--- config.mk ---
export PLATFORM = sky130hd
export DESIGN_NAME = phase_step_ctrl
export DESIGN_NICKNAME = d
export VERILOG_FILES = /design/src/rtl/phs_pkg.sv /design/src/rtl/phs_input_cond.sv /design/src/rtl/phs_step_timer.sv /design/src/rtl/phs_accum.sv /design/src/rtl/phs_delay_map.sv /design/src/rtl/phase_step_ctrl.sv
export SDC_FILE = /design/constraint.sdc
export NUM_CORES = 1
export LEC_CHECK = 0
export ABC_AREA = 1
export BUFFER_PORTS_ARGS = -buffer_cell sky130_fd_sc_hd__buf_2
export CAP_MARGIN = 40
export CORE_MARGIN = 3
export CORE_UTILIZATION = 45
export DETAILED_ROUTE_END_ITERATION = 8
export PLACE_DENSITY = 0.64
export SLEW_MARGIN = 20
export SYNTH_ARGS = -nofsm -noshare
export SYNTH_HDL_FRONTEND = slang
export SYNTH_SLANG_ARGS = --single-unit
--- constraint.sdc ---
create_clock -name ps_clk_in -period 3.2 [get_ports ps_clk_in]
set_clock_uncertainty 0.1 [all_clocks]
set_input_delay 0.48 -clock ps_clk_in [delete_from_list [all_inputs] [get_ports ps_clk_in]]
set_output_delay 0.48 -clock ps_clk_in [all_outputs]
set_load 0.01 [all_outputs]
--- src/rtl/phs_pkg.sv ---
package phs_pkg;

  typedef struct packed {
    logic en;
    logic up;
  } ps_req_t;

  // next setting after one step, held at the limit
  function automatic int sat_step(int p, bit up, int lim);
    if (up) return (p >= lim) ? lim : p + 1;
    return (p <= -lim) ? -lim : p - 1;
  endfunction

  // true when a step in the given direction would leave the range
  function automatic bit is_clipped(int p, bit up, int lim);
    return up ? (p >= lim) : (p <= -lim);
  endfunction

  // signed setting folded into one period of taps
  function automatic int wrap_delay(int p, int span);
    return (p < 0) ? p + span : p;
  endfunction

endpackage

--- src/rtl/phs_input_cond.sv ---
module phs_input_cond
  import phs_pkg::*;
#(
  parameter bit EN_INV  = 1'b0,
  parameter bit DIR_INV = 1'b0
) (
  input  logic    en_raw,
  input  logic    dir_raw,
  output ps_req_t req
);

  generate
    if (EN_INV) begin : g_en_inv
      assign req.en = ~en_raw;
    end else begin : g_en_true
      assign req.en = en_raw;
    end

    if (DIR_INV) begin : g_dir_inv
      assign req.up = ~dir_raw;
    end else begin : g_dir_true
      assign req.up = dir_raw;
    end
  endgenerate

endmodule

--- src/rtl/phs_step_timer.sv ---
module phs_step_timer
  import phs_pkg::*;
#(
  parameter int DONE_LAT = 3,
  parameter int CNT_W    = 2
) (
  input  logic    clk,
  input  logic    rst_n,
  input  ps_req_t req,
  output logic    accept,
  output logic    finish,
  output logic    step_up,
  output logic    busy,
  output logic    done
);

  logic [CNT_W-1:0] cnt;

  assign accept = req.en & ~busy;
  assign finish = busy & (cnt == '0);

  always_ff @(posedge clk or negedge rst_n) begin
    if (!rst_n) begin
      busy    <= 1'b0;
      cnt     <= '0;
      step_up <= 1'b0;
      done    <= 1'b0;
    end else begin
      done <= finish;
      if (accept) begin
        busy    <= 1'b1;
        cnt     <= CNT_W'(DONE_LAT - 1);
        step_up <= req.up;
      end else if (finish) begin
        busy <= 1'b0;
      end else if (busy) begin
        cnt <= cnt - 1'b1;
      end
    end
  end

endmodule

--- src/rtl/phs_accum.sv ---
module phs_accum
  import phs_pkg::*;
#(
  parameter int PHASE_LIM  = 255,
  parameter int INIT_PHASE = 0,
  parameter int PH_W       = 9
) (
  input  logic                   clk,
  input  logic                   rst_n,
  input  logic                   finish,
  input  logic                   step_up,
  output logic signed [PH_W-1:0] setting,
  output logic                   clip
);

  int  cur_i;
  int  nxt_i;
  logic clip_now;

  always_comb begin
    cur_i    = int'(setting);
    nxt_i    = sat_step(cur_i, step_up, PHASE_LIM);
    clip_now = is_clipped(cur_i, step_up, PHASE_LIM);
  end

  always_ff @(posedge clk or negedge rst_n) begin
    if (!rst_n) begin
      setting <= PH_W'(INIT_PHASE);
      clip    <= 1'b0;
    end else begin
      clip <= finish & clip_now;
      if (finish) setting <= PH_W'(nxt_i);
    end
  end

endmodule

--- src/rtl/phs_delay_map.sv ---
module phs_delay_map
  import phs_pkg::*;
#(
  parameter int PH_W  = 9,
  parameter int SPAN  = 512,
  parameter int DLY_W = 9
) (
  input  logic signed [PH_W-1:0] setting,
  output logic [DLY_W-1:0]       taps
);

  always_comb begin
    taps = DLY_W'(wrap_delay(int'(setting), SPAN));
  end

endmodule

--- src/rtl/phase_step_ctrl.sv ---
module phase_step_ctrl
  import phs_pkg::*;
#(
  parameter int PHASE_LIM  = 255,
  parameter int INIT_PHASE = 0,
  parameter int DONE_LAT   = 3,
  parameter bit EN_INV     = 1'b0,
  parameter bit DIR_INV    = 1'b0,
  parameter bit CLK_INV    = 1'b0
) (
  input  logic              ps_clk_in,
  input  logic              rst_n,
  input  logic              ps_en_in,
  input  logic              ps_dir_in,
  output logic              step_done,
  output logic              busy,
  output logic              sat_hit,
  output logic signed [8:0] phase_set,
  output logic [8:0]        delay_taps
);

  localparam int PH_W  = $clog2(PHASE_LIM + 1) + 1;
  localparam int SPAN  = 2 * (PHASE_LIM + 1);
  localparam int DLY_W = $clog2(SPAN);
  localparam int CNT_W = (DONE_LAT < 2) ? 1 : $clog2(DONE_LAT);

  logic    core_clk;
  ps_req_t req;
  logic    req_en;
  logic    accept;
  logic    finish;
  logic    step_up;
  logic signed [PH_W-1:0] setting;
  logic [DLY_W-1:0]       taps;

  generate
    if (CLK_INV) begin : g_clk_inv
      assign core_clk = ~ps_clk_in;
    end else begin : g_clk_true
      assign core_clk = ps_clk_in;
    end
  endgenerate

  phs_input_cond #(.EN_INV(EN_INV), .DIR_INV(DIR_INV)) u_cond (
    .en_raw (ps_en_in),
    .dir_raw(ps_dir_in),
    .req    (req)
  );

  assign req_en = req.en;

  phs_step_timer #(.DONE_LAT(DONE_LAT), .CNT_W(CNT_W)) u_timer (
    .clk    (core_clk),
    .rst_n  (rst_n),
    .req    (req),
    .accept (accept),
    .finish (finish),
    .step_up(step_up),
    .busy   (busy),
    .done   (step_done)
  );

  phs_accum #(.PHASE_LIM(PHASE_LIM), .INIT_PHASE(INIT_PHASE), .PH_W(PH_W)) u_accum (
    .clk    (core_clk),
    .rst_n  (rst_n),
    .finish (finish),
    .step_up(step_up),
    .setting(setting),
    .clip   (sat_hit)
  );

  phs_delay_map #(.PH_W(PH_W), .SPAN(SPAN), .DLY_W(DLY_W)) u_map (
    .setting(setting),
    .taps   (taps)
  );

  assign phase_set  = 9'(setting);
  assign delay_taps = 9'(taps);

endmodule

==> flow_metrics.py <==
metrics = {
    "floorplanning": {
        "ios": 25,
        "initial_utilization": 0.491,
        "core_area_um2": 2570,
        "fp-row-count": 18,
        "die_area_um2": 3470,
        "fp.dieH_um": 58.9,
        "die_x_um": 58.9,
    },
    "logic_synthesis": {
        "yosys_warnings": 0,
        "synth_nets": 172,
        "synth.distinct_cells": 27,
        "ys_ff_latch": 15,
        "syn_area_um2": 1260,
        "avgSynthCellArea_um2": 7.79,
        "seq_area_frac_synth": 0.298,
        "synth_cells": 162,
    },
    "clock_tree": {
        "clk_latency_ns": 0.29,
        "cts_tree": "done",
        "clockBufferDepth": 2,
        "clkTransAtPathRegs_ns": 0.10,
        "numCtsBuffers": 3,
        "cts_sinks": 15,
        "post_cts_buffers": 0,
        "htreeDepth": 1,
        "cts_resized": 0,
        "root_buffer": "clkbuf_4",
    },
    "flow_run": {
        "cap_violations": 0,
    },
    "pwr": {
        "p_leak_nw": 0.737,
        "powerDensity_nw_per_um2": 1090,
        "p_total_mw": 1.47,
        "irDropWorstVdd_v": 0.000640,
    },
    "timing": {
        "worstMarginPinSlew_ns": 0.422,
        "fmax_mhz": 426,
        "finalWorstSetupSlack_ns": 0.850,
        "drv_slew": 0,
        "setup_tns_ns": 0,
        "setup_viol": 0,
        "period_share": 0.734,
        "hold_viol_final": 0,
        "period_needed_ns": 2.35,
        "relSlewSlack": 0.718,
        "grt_setup_unrepaired": "false",
    },
    "placement": {
        "portBuffers": 24,
        "dp_cells": 204,
        "place_ws_ns": 0.814,
        "dp.final_hpwl_mm": 2.13,
        "globalplace.congestion": 0.862,
    },
    "setup_path": {
        "worstPathCellList": "ha_1, nand2_2, inv_2, nand3_2, nor3_4, ha_1, inv_1, nand3_2, nand2_4, nand2_4, nand3_2, nor2_2, or2_1, inv_1",
        "critPathArrivalTime_ns": 2.49,
        "crit_top_cell": "nand3_2",
        "cp-start-kind": "register",
        "crit_path_max_fanout": 8,
        "crit_slowest_cell": "dfrtp_1",
        "path_class": "reg2reg",
        "worstPathRequired_ns": 3.34,
        "worst_setup_path_end_kind": "register",
        "slowest_delay_ns": 0.49,
    },
    "route": {
        "drt-pass1-iter-count": 4,
        "wl_met2_mm": 1.32,
        "dr_wl_met3_um": 152,
        "routed_wl_mm": 2.69,
        "viasPerCell": 5.21,
        "drc": 0,
        "num_vias": 1088,
        "drtIter0Drc": 12,
        "post_drt_wl_per_cell_um": 12.9,
        "ant_nets": 0,
        "wl_met1_mm": 1.17,
        "routed.top_layer": "met4",
    },
    "global_route": {
        "grt_antenna_before_repair": 0,
        "grt.total_usage": 0.177,
        "grt_max_degree": 16,
        "first_global_vias": 1016,
        "grt_pass1_wl_mm": 4.70,
        "gr-total-overflow": 0,
    },
    "finish": {
        "fin_cells": 209,
        "areaGrowthSynthToFinish_pct": 6.25,
        "post_route_cells_drive_above_1_share": 0.257,
        "postLayoutCoreUtil": 0.522,
        "final_nets": 190,
        "num_antenna_cells": 0,
        "nFillCells": 274,
    },
    "outcome": {
        "outcome": "finished, final reports clean",
    },
    "min_path": {
        "worst_hold_path_type": "in2reg",
    },
}
-- flip-flops by register name, summed over array words and instances (netlist names) --
register         count
u_timer.step_up      1
u_timer.busy         1
u_accum.clip         1
u_accum.setting      9
u_timer.done         1
u_timer.cnt          2
-- report_power, final --
group	leakage [nW]	switching (mW)	internal [mW]
clock network	0.0150	0.0604	0.0484
registers	0.174	0.144	0.281
logic	0.548	0.582	0.351
total	0.737	0.787	0.680
-- critical path, delay by kind of cell, from the launching register on --
family | cells | cell delay (ns)
simple gates | 9 | 1.00
fa+ha+maj | 2 | 0.54
buf+inv | 3 | 0.18
flops | 1 | 0.49
-- worst paths after layout --
kind,slack (ns),depth (start not counted),from,endpoint
min,0.36,3,ps_dir_in,u_timer.step_up$_DFFE_PN0P_
max reg2reg,0.85,14,u_accum.setting[0]$_DFFE_PN0P_,u_accum.clip$_DFF_PN0_
max in group asynchronous,2.21,2,rst_n,u_accum.setting[0]$_DFFE_PN0P_
max,0.85,14,u_accum.setting[0]$_DFFE_PN0P_,u_accum.clip$_DFF_PN0_
min in group asynchronous,0.52,2,rst_n,u_accum.setting[8]$_DFFE_PN0P_
min reg2reg,0.42,2,u_timer.cnt[1]$_DFFE_PN0P_,u_timer.cnt[1]$_DFFE_PN0P_
-- cells in the mapped netlist, drive strengths merged --
master,number,share of area
nand4,8,0.040
ha,6,0.060
or2,1,0.0050
o211ai,2,0.012
nand3,8,0.062
nor3,4,0.025
nand2,33,0.12
xor2,10,0.069
bufbuf,1,0.026
buf,10,0.062
nor2,20,0.069
xnor2,1,0.0069
o21ai,8,0.032
a21oi,10,0.040
clkbuf,1,0.0030
inv,24,0.071
dfrtp,15,0.30
-- cells by family (layout without fill, tap and decap cells) --
logic type,after synthesis,after routing,share of synthesized area
flops,15,15,0.298
compound gates,20,20,0.0833
fa+ha+maj,6,6,0.0595
simple gates,74,74,0.320
buf+inv,36,53,0.163
xor+xnor,11,11,0.0764
-- through the flow --
stage | hold slack (ns) | instance area [µm²]
after CTS | 0.359 | 1340
after global routing | 0.354 | 1340
after floorplan | 0.0844 | 1260
final | 0.362 | 1340
after global placement | 0.305 | 1300
after detailed placement | 0.311 | 1300
-- cell usage in the layout (no fill, tap or decap) --
master | Yosys | final
nand3_4 | 1 | 1
nand2_2 | 5 | 5
dlygate4sd3_1 | 0 | 1
or2_1 | 1 | 1
xnor2_1 | 1 | 1
inv_2 | 2 | 2
clkbuf_1 | 1 | 1
nor2_1 | 17 | 17
nand3_1 | 2 | 2
buf_2 | 0 | 24
a21oi_1 | 10 | 10
dfrtp_1 | 15 | 15
nand2_4 | 2 | 2
nor2_2 | 2 | 2
nor2_4 | 1 | 1
clkbuf_4 | 0 | 3
o21ai_0 | 7 | 7
nor3_1 | 3 | 3
nand2_1 | 26 | 26
ha_1 | 6 | 6
o21ai_1 | 1 | 1
inv_1 | 22 | 22
o211ai_1 | 2 | 2
nor3_4 | 1 | 1
nand3_2 | 5 | 5
nand4_1 | 8 | 8
xor2_1 | 10 | 10
-- layout make-up --
| cell class | instances | area (µm²) | area share |
|---|---|---|---|
| Multi-Input combinational cell | 111 | 681 | 0.508 |
| Sequential cell | 15 | 375 | 0.280 |
| Timing Repair Buffer | 25 | 130 | 0.0971 |
| Inverter | 24 | 90.1 | 0.0672 |
| Tap cell | 30 | 37.5 | 0.0280 |
| Clock buffer | 4 | 26.3 | 0.0196 |
-- metal layers --
metal | track usage | vias up
met2 | 0.284 | 34
li1 | - | 544
met4 | 0.0550 | 0
met1 | 0.231 | 506
met3 | 0.0461 | 4
met5 | 0 | -
-- repair_timing --
| item | CTS | global route |
|---|---|---|
| hold buffers | 1 | 0 |
| hold endpoints to repair | 7 | 0 |
| setup endpoints to repair | 0 | 0 |
Note: power is estimated with default switching activity, not from simulation.
